$ cat src/rtl/i2cmon_pkg.sv
package i2cmon_pkg;
  localparam int BYTE_W = 8;
  localparam int CNT_W  = $clog2(BYTE_W + 1);

  // A condition is legal while at most one bit has been counted: that bit
  // belongs to the very SCL high period in which the condition happens.
  function automatic logic breaks_byte(input logic [CNT_W-1:0] cnt);
    return cnt >= CNT_W'(2);
  endfunction

  function automatic logic is_gen_call(input logic [BYTE_W-1:0] b);
    return b == '0;
  endfunction
endpackage

$ cat src/rtl/i2cmon_sync.sv
module i2cmon_sync #(
  parameter int STAGES = 2,
  parameter int LINES  = 2
) (
  input  logic             clk,
  input  logic             rst_n,
  input  logic [LINES-1:0] raw_i,
  output logic [LINES-1:0] cur_o,
  output logic [LINES-1:0] prev_o
);
  for (genvar g = 0; g < LINES; g++) begin : g_line
    logic [STAGES:0] chain;
    always_ff @(posedge clk) begin
      if (!rst_n) chain <= '1;
      else        chain <= {chain[STAGES-1:0], raw_i[g]};
    end
    assign cur_o[g]  = chain[STAGES-1];
    assign prev_o[g] = chain[STAGES];
  end
endmodule

$ cat src/rtl/i2cmon_cond.sv
module i2cmon_cond (
  input  logic scl_s,
  input  logic scl_q,
  input  logic sda_s,
  input  logic sda_q,
  output logic start_ev,
  output logic stop_ev,
  output logic rise_ev
);
  logic scl_held_high;
  assign scl_held_high = scl_s & scl_q;
  assign start_ev = scl_held_high & sda_q & ~sda_s;
  assign stop_ev  = scl_held_high & ~sda_q & sda_s;
  assign rise_ev  = scl_s & ~scl_q;
endmodule

$ cat src/rtl/i2cmon_frame.sv
module i2cmon_frame
  import i2cmon_pkg::*;
(
  input  logic              clk,
  input  logic              rst_n,
  input  logic              sda_s,
  input  logic              start_ev,
  input  logic              stop_ev,
  input  logic              rise_ev,
  output logic              start_ok,
  output logic              cond_err,
  output logic              byte_done,
  output logic              first_bit_ev,
  output logic              done_was_addr,
  output logic              ack_bit,
  output logic [BYTE_W-1:0] byte_val
);
  logic [CNT_W-1:0]  bit_cnt;
  logic [BYTE_W-1:0] shreg;
  logic              in_frame;
  logic              addr_phase;
  logic              live_rise;

  assign live_rise     = rise_ev & in_frame;
  assign cond_err      = (start_ev | stop_ev) & in_frame & breaks_byte(bit_cnt);
  assign start_ok      = start_ev & ~cond_err;
  assign byte_done     = live_rise & (bit_cnt == CNT_W'(BYTE_W));
  assign first_bit_ev  = live_rise & (bit_cnt == '0);
  assign done_was_addr = addr_phase;
  assign ack_bit       = sda_s;
  assign byte_val      = shreg;

  always_ff @(posedge clk) begin
    if (!rst_n) begin
      bit_cnt    <= '0;
      shreg      <= '0;
      in_frame   <= 1'b0;
      addr_phase <= 1'b0;
    end else if (cond_err) begin
      bit_cnt  <= '0;
      in_frame <= 1'b0;
    end else if (start_ev) begin
      bit_cnt    <= '0;
      in_frame   <= 1'b1;
      addr_phase <= 1'b1;
    end else if (stop_ev) begin
      bit_cnt  <= '0;
      in_frame <= 1'b0;
    end else if (byte_done) begin
      bit_cnt    <= '0;
      addr_phase <= 1'b0;
    end else if (live_rise) begin
      shreg   <= {shreg[BYTE_W-2:0], sda_s};
      bit_cnt <= bit_cnt + CNT_W'(1);
    end
  end

  // a byte completes only on an SCL rising edge inside an open frame
  assert_done_on_rise_R4: assert property (@(posedge clk) disable iff (!rst_n)
    byte_done |-> (rise_ev && !start_ev && !stop_ev));
  // a rejected condition closes the frame
  assert_err_closes_R10: assert property (@(posedge clk) disable iff (!rst_n)
    cond_err |=> !in_frame);
endmodule

$ cat src/rtl/i2cmon_status.sv
module i2cmon_status
  import i2cmon_pkg::*;
(
  input  logic              clk,
  input  logic              rst_n,
  input  logic              host_rd,
  input  logic              start_ok,
  input  logic              stop_ev,
  input  logic              cond_err,
  input  logic              byte_done,
  input  logic              first_bit_ev,
  input  logic              done_was_addr,
  input  logic              ack_bit,
  input  logic [BYTE_W-1:0] byte_val,
  output logic [BYTE_W-1:0] rx_buf,
  output logic              pend_n,
  output logic              last_bit_st,
  output logic              gen_call,
  output logic              addr_rw,
  output logic              after_start,
  output logic              stop_det,
  output logic              bus_free,
  output logic              err_det
);
  logic ack_seen;

  always_ff @(posedge clk) begin
    if (!rst_n) begin
      rx_buf      <= '0;
      ack_seen    <= 1'b0;
      gen_call    <= 1'b0;
      addr_rw     <= 1'b0;
      pend_n      <= 1'b1;
      after_start <= 1'b0;
      stop_det    <= 1'b0;
      bus_free    <= 1'b1;
      err_det     <= 1'b0;
    end else begin
      if (cond_err)                     pend_n <= 1'b0;
      else if (byte_done)               pend_n <= 1'b0;
      else if (first_bit_ev || host_rd) pend_n <= 1'b1;

      if (cond_err)      bus_free <= 1'b1;
      else if (start_ok) bus_free <= 1'b0;
      else if (stop_ev)  bus_free <= 1'b1;

      if (cond_err)      err_det <= 1'b1;
      else if (start_ok) err_det <= 1'b0;

      if (stop_ev)       stop_det <= 1'b1;
      else if (start_ok) stop_det <= 1'b0;

      if (start_ok)                         after_start <= 1'b1;
      else if (byte_done && !done_was_addr) after_start <= 1'b0;

      if (byte_done) begin
        rx_buf   <= byte_val;
        ack_seen <= ack_bit;
        if (done_was_addr) begin
          gen_call <= is_gen_call(byte_val);
          addr_rw  <= byte_val[0];
        end
      end
    end
  end

  assign last_bit_st = after_start ? gen_call : ack_seen;

  // an error drops pend_n and releases bus_free in the same cycle
  assert_err_forces_R10: assert property (@(posedge clk) disable iff (!rst_n)
    $rose(err_det) |-> (!pend_n && bus_free));
  // a boundary START opens the transfer
  assert_start_opens_R2: assert property (@(posedge clk) disable iff (!rst_n)
    start_ok |=> (after_start && !bus_free && !stop_det));
  // a STOP is always recorded
  assert_stop_flag_R3: assert property (@(posedge clk) disable iff (!rst_n)
    stop_ev |=> (stop_det && bus_free));
  // the buffer moves only when a byte completes
  assert_buf_hold_R5: assert property (@(posedge clk) disable iff (!rst_n)
    !byte_done |=> $stable(rx_buf));
  // a completed byte is announced
  assert_pend_fall_R4: assert property (@(posedge clk) disable iff (!rst_n)
    byte_done |=> !pend_n);
endmodule

$ cat src/rtl/i2c_bus_observer.sv
module i2c_bus_observer
  import i2cmon_pkg::*;
#(
  parameter int SYNC_STAGES = 2
) (
  input  logic              clk,
  input  logic              rst_n,
  input  logic              scl_i,
  input  logic              sda_i,
  input  logic              host_rd,
  output logic [BYTE_W-1:0] rx_byte,
  output logic              pend_n,
  output logic              last_bit_st,
  output logic              gen_call,
  output logic              addr_rw,
  output logic              after_start,
  output logic              stop_det,
  output logic              bus_free,
  output logic              err_det
);
  logic [1:0] line_cur, line_prev;
  logic start_ev, stop_ev, rise_ev;
  logic start_ok, cond_err, byte_done, first_bit_ev, done_was_addr, ack_bit;
  logic [BYTE_W-1:0] byte_val;

  i2cmon_sync #(.STAGES(SYNC_STAGES), .LINES(2)) u_sync (
    .clk(clk), .rst_n(rst_n), .raw_i({scl_i, sda_i}),
    .cur_o(line_cur), .prev_o(line_prev));

  i2cmon_cond u_cond (
    .scl_s(line_cur[1]), .scl_q(line_prev[1]),
    .sda_s(line_cur[0]), .sda_q(line_prev[0]),
    .start_ev(start_ev), .stop_ev(stop_ev), .rise_ev(rise_ev));

  i2cmon_frame u_frame (
    .clk(clk), .rst_n(rst_n), .sda_s(line_cur[0]),
    .start_ev(start_ev), .stop_ev(stop_ev), .rise_ev(rise_ev),
    .start_ok(start_ok), .cond_err(cond_err), .byte_done(byte_done),
    .first_bit_ev(first_bit_ev), .done_was_addr(done_was_addr),
    .ack_bit(ack_bit), .byte_val(byte_val));

  i2cmon_status u_status (
    .clk(clk), .rst_n(rst_n), .host_rd(host_rd),
    .start_ok(start_ok), .stop_ev(stop_ev), .cond_err(cond_err),
    .byte_done(byte_done), .first_bit_ev(first_bit_ev),
    .done_was_addr(done_was_addr), .ack_bit(ack_bit), .byte_val(byte_val),
    .rx_buf(rx_byte), .pend_n(pend_n), .last_bit_st(last_bit_st),
    .gen_call(gen_call), .addr_rw(addr_rw), .after_start(after_start),
    .stop_det(stop_det), .bus_free(bus_free), .err_det(err_det));
endmodule

$ cat config.mk
export PLATFORM = sky130hd
export DESIGN_NAME = i2c_bus_observer
export DESIGN_NICKNAME = d
export VERILOG_FILES = /design/src/rtl/i2cmon_pkg.sv /design/src/rtl/i2cmon_sync.sv /design/src/rtl/i2cmon_cond.sv /design/src/rtl/i2cmon_frame.sv /design/src/rtl/i2cmon_status.sv /design/src/rtl/i2c_bus_observer.sv
export SDC_FILE = /design/constraint.sdc
export NUM_CORES = 1
export LEC_CHECK = 0
export BUFFER_PORTS_ARGS = -buffer_cell sky130_fd_sc_hd__buf_2
export CORE_MARGIN = 2
export CORE_UTILIZATION = 45
export DETAILED_ROUTE_END_ITERATION = 10
export PLACE_DENSITY = 0.73
export RECOVER_POWER = 25
export SLEW_MARGIN = 15
export SYNTH_ARGS = -nofsm -noshare
export SYNTH_HDL_FRONTEND = slang
export SYNTH_SLANG_ARGS = --single-unit
$ cat constraint.sdc
create_clock -name clk -period 2.3 [get_ports clk]
set_input_delay 0.46 -clock clk [delete_from_list [all_inputs] [get_ports clk]]
set_output_delay 0.46 -clock clk [all_outputs]
set_load 0.05 [all_outputs]
Word-level counts from Yosys, hierarchy flattened
Cells that the tools add are included.

operators by class
  order comparisons = 1
  bitwise operators = 21
  multiplexer cells = 16
  reduce and logical (&&, ||, !) cells = 16
  $add $sub $neg = 1
  equality and inequality tests = 2

operators with widths
  kind                 count
  $mux 1               16
  $and 1x1->1          12
  $reduce_bool 2->1    5
  $logic_not 8->1      1
  $not 1->1            8
  $reduce_and 5->1     1
  $reduce_or 5->1      1
  $add 4x1->4 const B  1
  $eq 4x4->1 const B   1
  $ge 4x2->1 const B   1
  $logic_not 4->1      1
  $reduce_and 3->1     1
  $reduce_bool 3->1    1
  $ne 2x1->1 const B   1
  $reduce_and 2->1     1
  $reduce_or 2->1      1
  $logic_and 1x1->1    1
  $logic_not 1->1      1
  $logic_or 1x1->1     1
  $or 1x1->1           1

storage, ports and cells
  output and inout port bits = 16
  input bits = 5
  logic and storage cells = 72
  flip-flop bits (word level) = 36

Depth between registers and ports, before layout
Gate-level depths: netlist (run 1).

  depth in word-level cells = 10
  gate-level depth with buffers = 7
  mapped depth without buffers = 5

Hierarchy
From an unflattened synthesis (run 1), not the netlist that was laid out.

second synthesis, totals
  cells, all modules = 158
  area, all modules = 1570.3 µm²

modules (own cells, without submodules)
  module         times used  area each (µm²)  seq. area each (µm²)  cells each
  i2cmon_frame   1           694.4            280.3                 80
  i2cmon_status  1           660.6            320.3                 59
  i2cmon_sync    1           187.7            120.1                 16
  i2cmon_cond    1           27.5             0.0                   3

Worst setup path after synthesis (run 1)
Ideal clock, no wire load.

  path kind = reg-to-output
  start = reg u_status.after_start
  end = out last_bit_st
  required time = 1840 ps
  arrival = 1148 ps
  buffers on the path = 0
  path slack = 692 ps
  cell stages (with the launch flop) = 2
  path through = dfxtp_1 > mux2_2

on the way
  word-level cells in the longest chain between the ends = 1

RTL lines
  item                      RTL line                source
  start: declaration        i2cmon_status.sv:20     output logic after_start,
  start signal: assignment  i2cmon_status.sv:34     after_start <= 1'b0;
  start signal: assignment  i2cmon_status.sv:53     if (start_ok) after_start <= 1'b1;
  start signal: assignment  i2cmon_status.sv:54     else if (byte_done && !done_was_addr) after_start <= 1'b0;
  $mux 1                    i2cmon_status.sv:67     assign last_bit_st = after_start ? gen_call : ack_seen;
  end: declaration          i2c_bus_observer.sv:13  output logic last_bit_st,

No other way between the ends.

Worst setup path in the final report (run 1)
Same ends and word-level chain as after synthesis.

==> impl_metrics.yaml, run 1 <==
status:
  run_status: "finished clean"
layout:
  final_net_count: 191
  area_growth_pct: 12.1
  layout_commonest_cell: "dfxtp_1"
  final_cell_mix: "dfxtp_1 (36), a21oi_1 (23), o21ai_0 (22), nand3_1 (20), buf_2 (13)"
  post_route_cells_drive_above_1_share_pct: 16.4
  area.sequential_um2: 721
  antenna_cells_inserted: 0
  num-fill-cells: 303
  instances_no_fill: 227
  area_of_the_multi_input_gates_um2: 693
logic_synthesis:
  synthTopCellsByArea: "dfxtp_1 (48%), a21oi_1 (7.7%), o21ai_0 (7.4%), nand3_1 (6.7%), ha_1 (2.5%)"
  synthesized_instance_count: 166
  synth.distinct_cells: 36
  synth_area_per_cell_um2: 9.00
  synth-seq-cells: 36
  yosysWarningCount: 0
  syn_nets: 174
  synth.top_cell.area_share_pct: 48.2
  synth_top_cell_by_area: "dfxtp_1"
  synth-seq-area-share_pct: 48.2
  synth.cell_area_um2: 1490
placed_design:
  numPlacedInstances: 220
  dp.final_hpwl_um: 2090
  io_buffer_count: 20
  gp_congestion: 0.741
clock_tree:
  cts.repair.resized: 0
  number_of_buffers_created_by_cts: 5
  cts.sinks: 36
  clock_insertion_delay_worst_skew_ns: 0.33
  cts_root_buf: "clkbuf_4"
  post-cts-setup-buffer-count: 0
  clock_transition_at_path_regs_ns: 0.10
  cts.hold.buffers_added: 0
  cts_tree: "done"
  clock_path_buffers: 2
  cts_htree_levels: 2
pwr:
  power.static_leakage_nw: 0.590
  ir_drop_uv: 306
  power-per-cell-area_nw_per_um2: 630
drt:
  drt-wirelength-per-cell_um: 13.8
  first_pass_iters: 4
  drc: 0
  drt-total-wl_um: 3130
  vias_per_cell: 5.72
  num_vias: 1298
  drc_marker_count_from_the_first_detailed_route_iteration: 92
  antenna_left: 0
sta:
  finalWorstPathRequiredPeriod_ns: 1.71
  final.setup_skew_ns: 0.00618
  slew-limit-headroom_pct: 59.7
  rsz0062_at_grt: "false"
  final-max-slew-violation-count: 0
  report.final.setup_viol: 0
  achievable-frequency_ghz: 0.585
  timing.final.crit_share_pct: 74.3
  timing.setup.tns_ns: 0
  hold_viol: 0
  pin_slew_with_the_least_headroom_to_its_limit_ns: 0.607
worst_hold_path:
  whs_path_depth: 2
  hp-class: "in -> reg"
  min_from: "sda_i"
  whs_endpoint: "u_sync.g_line[0].chain[0]$_SDFF_PN1_"
global_route:
  maximum_number_of_pins_on_one_net_before_global_route_repair: 25
  global_route_wire_length_before_repair_um: 5230
  grtUsageTotal_pct: 18.7
  initial_antenna_violation_count: 0
  grt_overflow_total: 0
  grt_pass1_vias: 1225
worst_setup_path:
  cp_data_required_time_ns: 1.84
  worst_setup_path_end_kind: "output port"
  critical_path_peak_fanout: 3
  worstSetupStartpointType: "register"
  end_of_the_worst_register_to_register_path: "u_status.after_start$_SDFFE_PN0P_"
  worst-endpoint-arrival_ns: 1.25
  r2r_slack_ns: 0.66
  worstSetupPathType: "reg -> out"
  worst_r2r_startpoint: "u_frame.bit_cnt[0]$_SDFFE_PP0P_"
  worst_r2r_path_depth: 5
die:
  core_region_area_um2: 3100
  row_count: 20
  die_width_um: 61.6
  starting_density_of_the_core_pct: 48.1
  die_area_um2: 3800
  die-height_um: 61.6
  num_io_pins: 21
flow_run:
  maxCapViolations: 0
[sequential cells by signal, indices dropped and copies added (netlist names)]
signal / count
u_status.pend_n: 1
u_sync.g_line.chain: 6
u_status.bus_free: 1
u_status.after_start: 1
u_status.gen_call: 1
u_frame.done_was_addr: 1
u_frame.in_frame: 1
u_frame.bit_cnt: 4
u_frame.byte_val: 8
u_status.addr_rw: 1
u_status.rx_buf: 8
u_status.ack_seen: 1
u_status.stop_det: 1
u_status.err_det: 1
[worst max path at each step]
| stage | start | end | slack (ns) | depth (start not counted) |
|---|---|---|---|---|
| detailed placement | u_frame.bit_cnt[0]$_SDFFE_PP0P_ | u_status.addr_rw$_SDFFE_PN0P_ | 0.69 | 6 |
| global placement | u_frame.bit_cnt[0]$_SDFFE_PP0P_ | u_status.after_start$_SDFFE_PN0P_ | 0.74 | 5 |
| CTS | u_status.after_start$_SDFFE_PN0P_ | last_bit_st | 0.58 | 2 |
| finish | u_status.after_start$_SDFFE_PN0P_ | last_bit_st | 0.59 | 2 |
| global route | u_frame.bit_cnt[1]$_SDFFE_PP0P_ | u_status.pend_n$_SDFFE_PN1P_ | 0.50 | 5 |
| floorplan | u_status.after_start$_SDFFE_PN0P_ | last_bit_st | 0.69 | 1 |
[power by group]
part / leakage [nW] / switching [mW] / total (mW) / internal [mW]
sequential: 0.292 / 0.00883 / 0.640 / 0.631
clock: 0.0374 / 0.197 / 0.370 / 0.173
combinational: 0.261 / 0.0300 / 0.0451 / 0.0150
[cell type report]
type,count,area share (%)
inverter,5,1.12
clock buffer,7,3.89
sequential,36,43.0
tap,44,3.29
timing repair buffer,24,7.25
multi-input combinational,111,41.4
[critical path, cell delays in order, from the launching register on]
cell and delay (ns):
dfxtp_1 0.37, mux2_2 0.34, buf_2 0.21
[cell families (layout without fill, tap and decap cells)]
family                   Yosys count  after routing  synth area share, %
buffers and inverters             19             36                 5.36
adder cells (fa/ha/maj)            3              3                 2.51
XOR/XNOR                           4              4                 2.35
flip-flops                        36             36                 48.2
multiplexers                       2              2                 1.42
AND/OR/NAND/NOR                   47             47                 19.7
AO/OA/AOI/OAI                     55             55                 20.4
[routing by layer]
layer | track usage [%] | up-vias | share of wire [%]
met3 | 5.67 | 7 | 4.4
met4 | 7.90 | 0 | 1.6
li1 | - | 635 | -
met1 | 23.1 | 618 | 46
met2 | 30.4 | 38 | 48
met5 | 0 | - | 0
[Yosys cell counts]
master and instances:
a2111oi_0 1, a211oi_1 1, a21oi_1 23, a311oi_1 1, a31oi_1 1, a41oi_1 1, and2_1 1, and2b_2 1
and3b_1 1, and3b_2 1, and4b_2 1, buf_2 4, buf_4 1, clkbuf_1 9, dfxtp_1 36, ha_1 3
inv_1 5, mux2_2 1, mux2i_1 1, nand2_1 1, nand2b_1 6, nand3_1 20, nand3b_1 2, nand4_1 2
nand4b_1 1, nor3_1 5, nor4_1 2, nor4bb_2 1, o21ai_0 22, o22ai_1 1, o31ai_1 3, o41a_1 1
or3_1 1, or3_4 1, xnor2_1 2, xor2_1 2
[stage by stage]
stage / setup WS (ns) / utilization (%) / cell area [um^2] / total power [mW] / hold slack (ns)
detailed placement: 0.690 / 52.1 / 1620 / 0.700 / 0.400
finish: 0.590 / 54.0 / 1670 / 1.06 / 0.302
global placement: 0.744 / 52.1 / 1620 / 0.698 / 0.392
floorplan: 0.692 / - / 1490 / 0.685 / 0.386
CTS: 0.581 / 54.2 / 1680 / 1.06 / 0.300
global route: 0.497 / 54.0 / 1670 / 1.09 / 0.293
No activity file was read; power rests on OpenSTA's default activity.
==> run 2: changes to the inputs <==
--- a/config.mk
+++ b/config.mk
@@ -9,7 +9,7 @@
 export CORE_MARGIN = 2
 export CORE_UTILIZATION = 45
 export DETAILED_ROUTE_END_ITERATION = 10
-export PLACE_DENSITY = 0.73
+export PLACE_DENSITY = 0.76
 export RECOVER_POWER = 25
 export SLEW_MARGIN = 15
 export SYNTH_ARGS = -nofsm -noshare
==> constraint.sdc (replaced) <==
create_clock -name clk -period 1.4 [get_ports clk]
set_input_delay 0.28 -clock clk [delete_from_list [all_inputs] [get_ports clk]]
set_output_delay 0.28 -clock clk [all_outputs]
set_load 0.05 [all_outputs]
==> impl_metrics.yaml, run 2 (same netlist as run 1, synthesis figures left out) <==
sta:
  slew-limit-headroom_pct: 71.9
  rsz0062_at_grt: "true"
  hold_viol: 0
  report.final.setup_viol: 19
  achievable-frequency_ghz: 0.651
  pin_slew_with_the_least_headroom_to_its_limit_ns: 0.418
  final-max-slew-violation-count: 0
  timing.final.crit_share_pct: 110
  finalWorstPathRequiredPeriod_ns: 1.54
  timing.final.ws_setup_ns: -0.136
  final.setup_skew_ns: 0.0121
  timing.setup.tns_ns: -1.02
worst_hold_path:
  hp-class: "in -> reg"
  whs_endpoint: "u_sync.g_line[1].chain[0]$_SDFF_PN1_"
  whs_path_depth: 2
  min_from: "scl_i"
global_route:
  grtUsageTotal_pct: 19.5
  maximum_number_of_pins_on_one_net_before_global_route_repair: 23
  grt_overflow_total: 0
  global_route_wire_length_before_repair_um: 5240
  grt_pass1_vias: 1125
  initial_antenna_violation_count: 0
pwr:
  power.static_leakage_nw: 0.694
  sequentialPowerShare_pct: 62.9
  power.switching_mw: 0.415
  cell_internal_pwr_mw: 1.26
  netSwitchingFraction_pct: 24.8
  power-per-cell-area_nw_per_um2: 855
  p_clk_share_pct: 31.1
  ir_drop_uv: 523
  p_total_mw: 1.67
  power.combinational.fraction_pct: 6.0
layout:
  area_growth_pct: 30.7
  antenna_cells_inserted: 0
  final_design_area_no_fill_um2: 1950
  num-fill-cells: 279
  final_cell_mix: "dfxtp_1 (33), a21oi_1 (21), nand3_1 (18), buf_2 (18), buf_4 (14)"
  layout_commonest_cell: "dfxtp_1"
  instances_no_fill: 241
  post_layout_utilization_of_the_core_pct: 62.9
  final_net_count: 205
  post_route_cells_drive_above_1_share_pct: 38.6
worst_setup_path:
  cp_data_required_time_ns: 1.67
  critPathMaxStageDelay_ns: 0.38
  end_of_the_worst_register_to_register_path: "u_frame.done_was_addr$_SDFFE_PN0P_"
  r2r_slack_ns: -0.14
  crit_chain: "inv_2, ha_2, o41a_1, or3_4, a21oi_2"
  critical-path-slowest-cell: "or3_4"
  critical_path_peak_fanout: 3
  worst-endpoint-arrival_ns: 1.81
  worstSetupStartpointType: "register"
  worst_setup_path_end_kind: "register"
  worstSetupPathType: "reg -> reg"
  worst_r2r_startpoint: "u_frame.bit_cnt[0]$_SDFFE_PP0P_"
  worst_r2r_path_depth: 5
placed_design:
  io_buffer_count: 20
  numPlacedInstances: 226
  placement.cell_area_um2: 1670
  gp_congestion: 0.893
  dp.final_hpwl_um: 2130
die:
  die-height_um: 61.6
  row_count: 20
  num_io_pins: 21
  die_width_um: 61.6
  starting_density_of_the_core_pct: 48.1
  core_region_area_um2: 3100
  die_area_um2: 3800
drt:
  first_pass_iters: 4
  vias_per_cell: 5.79
  num_vias: 1396
  antenna_left: 0
  drc: 0
  drt-wirelength-per-cell_um: 15.4
  drt-total-wl_um: 3710
  drc_marker_count_from_the_first_detailed_route_iteration: 92
clock_tree:
  cts_tree: "done"
  clock_path_buffers: 2
  number_of_buffers_created_by_cts: 5
  clock_insertion_delay_worst_skew_ns: 0.35
  cts_root_buf: "clkbuf_4"
  cts_htree_levels: 2
  clock_transition_at_path_regs_ns: 0.11
  cts.sinks: 36
status:
  failed_checks: "negative setup slack"
  run_status: "finished with violations"
flow_run:
  maxCapViolations: 0
==> run 2: through the flow <==
step                setup slack (ns)  hold slack [ns]
floorplan                    -0.0649            0.353
global placement             -0.0730            0.389
detailed placement            -0.187            0.391
CTS                           -0.152           0.0908
global route                  -0.164           0.0987
finish                        -0.136            0.105
==> run 2: per-layer routing <==
layer	vias to the layer above	GRT usage, %	wire (um)
li1	672	-	-
met1	657	25.8	1550
met2	58	29.6	1870
met3	9	4.41	204
met4	0	10.0	95
met5	-	0	0
==> run 2: how the worst max path moves through the flow <==
stage | from | end | slack [ns]
2_1_floorplan | u_frame.bit_cnt[0]$_SDFFE_PP0P_ | u_frame.done_was_addr$_SDFFE_PN0P_ | -0.06
4_1_cts | u_frame.bit_cnt[0]$_SDFFE_PP0P_ | u_frame.done_was_addr$_SDFFE_PN0P_ | -0.15
3_3_place_gp | u_frame.bit_cnt[0]$_SDFFE_PP0P_ | u_frame.done_was_addr$_SDFFE_PN0P_ | -0.07
5_1_grt | u_frame.bit_cnt[0]$_SDFFE_PP0P_ | u_status.after_start$_SDFFE_PN0P_ | -0.16
3_5_place_dp | u_frame.bit_cnt[0]$_SDFFE_PP0P_ | u_frame.done_was_addr$_SDFFE_PN0P_ | -0.19
6_report | u_frame.bit_cnt[0]$_SDFFE_PP0P_ | u_frame.done_was_addr$_SDFFE_PN0P_ | -0.14
==> run 2: layout make-up <==
class | count | area [um^2] | share of cell area [%]
Clock buffer | 6 | 41.3 | 2.11
Clock inverter | 1 | 5.00 | 0.256
Inverter | 5 | 18.8 | 0.961
Multi-Input combinational cell | 112 | 861 | 44.1
Sequential cell | 36 | 724 | 37.1
Tap cell | 44 | 55.1 | 2.82
Timing Repair Buffer | 37 | 248 | 12.7
==> run 2: repair_timing <==
item | 4_1_cts | 5_1_grt
setup endpoints to repair | 7 | 31
hold buffers | 0 | 0
cloned | 0 | 2
resized for setup | 19 | 42
hold endpoints to repair | 0 | 0
pin swaps | 6 | 6
buffers inserted | 4 | 3
==> run 2: power groups by stage <==
stage | sequential, mW | clock [mW] | combinational, mW
finish | 1.05 | 0.520 | 0.100
floorplan | 1.08 | 0 | 0.0454
CTS | 1.05 | 0.530 | 0.0899
global route | 1.05 | 0.569 | 0.107
detailed placement | 1.07 | 0 | 0.0795
global placement | 1.07 | 0 | 0.0764
==> run 2: critical path: cells and delay by family, from the launching register on <==
kind	cells	cell delay, ns
buffers and inverters	1	0.04
AND/OR/NAND/NOR	1	0.38
AO/OA/AOI/OAI	2	0.53
adder cells (fa/ha/maj)	1	0.17
flip-flops	1	0.36
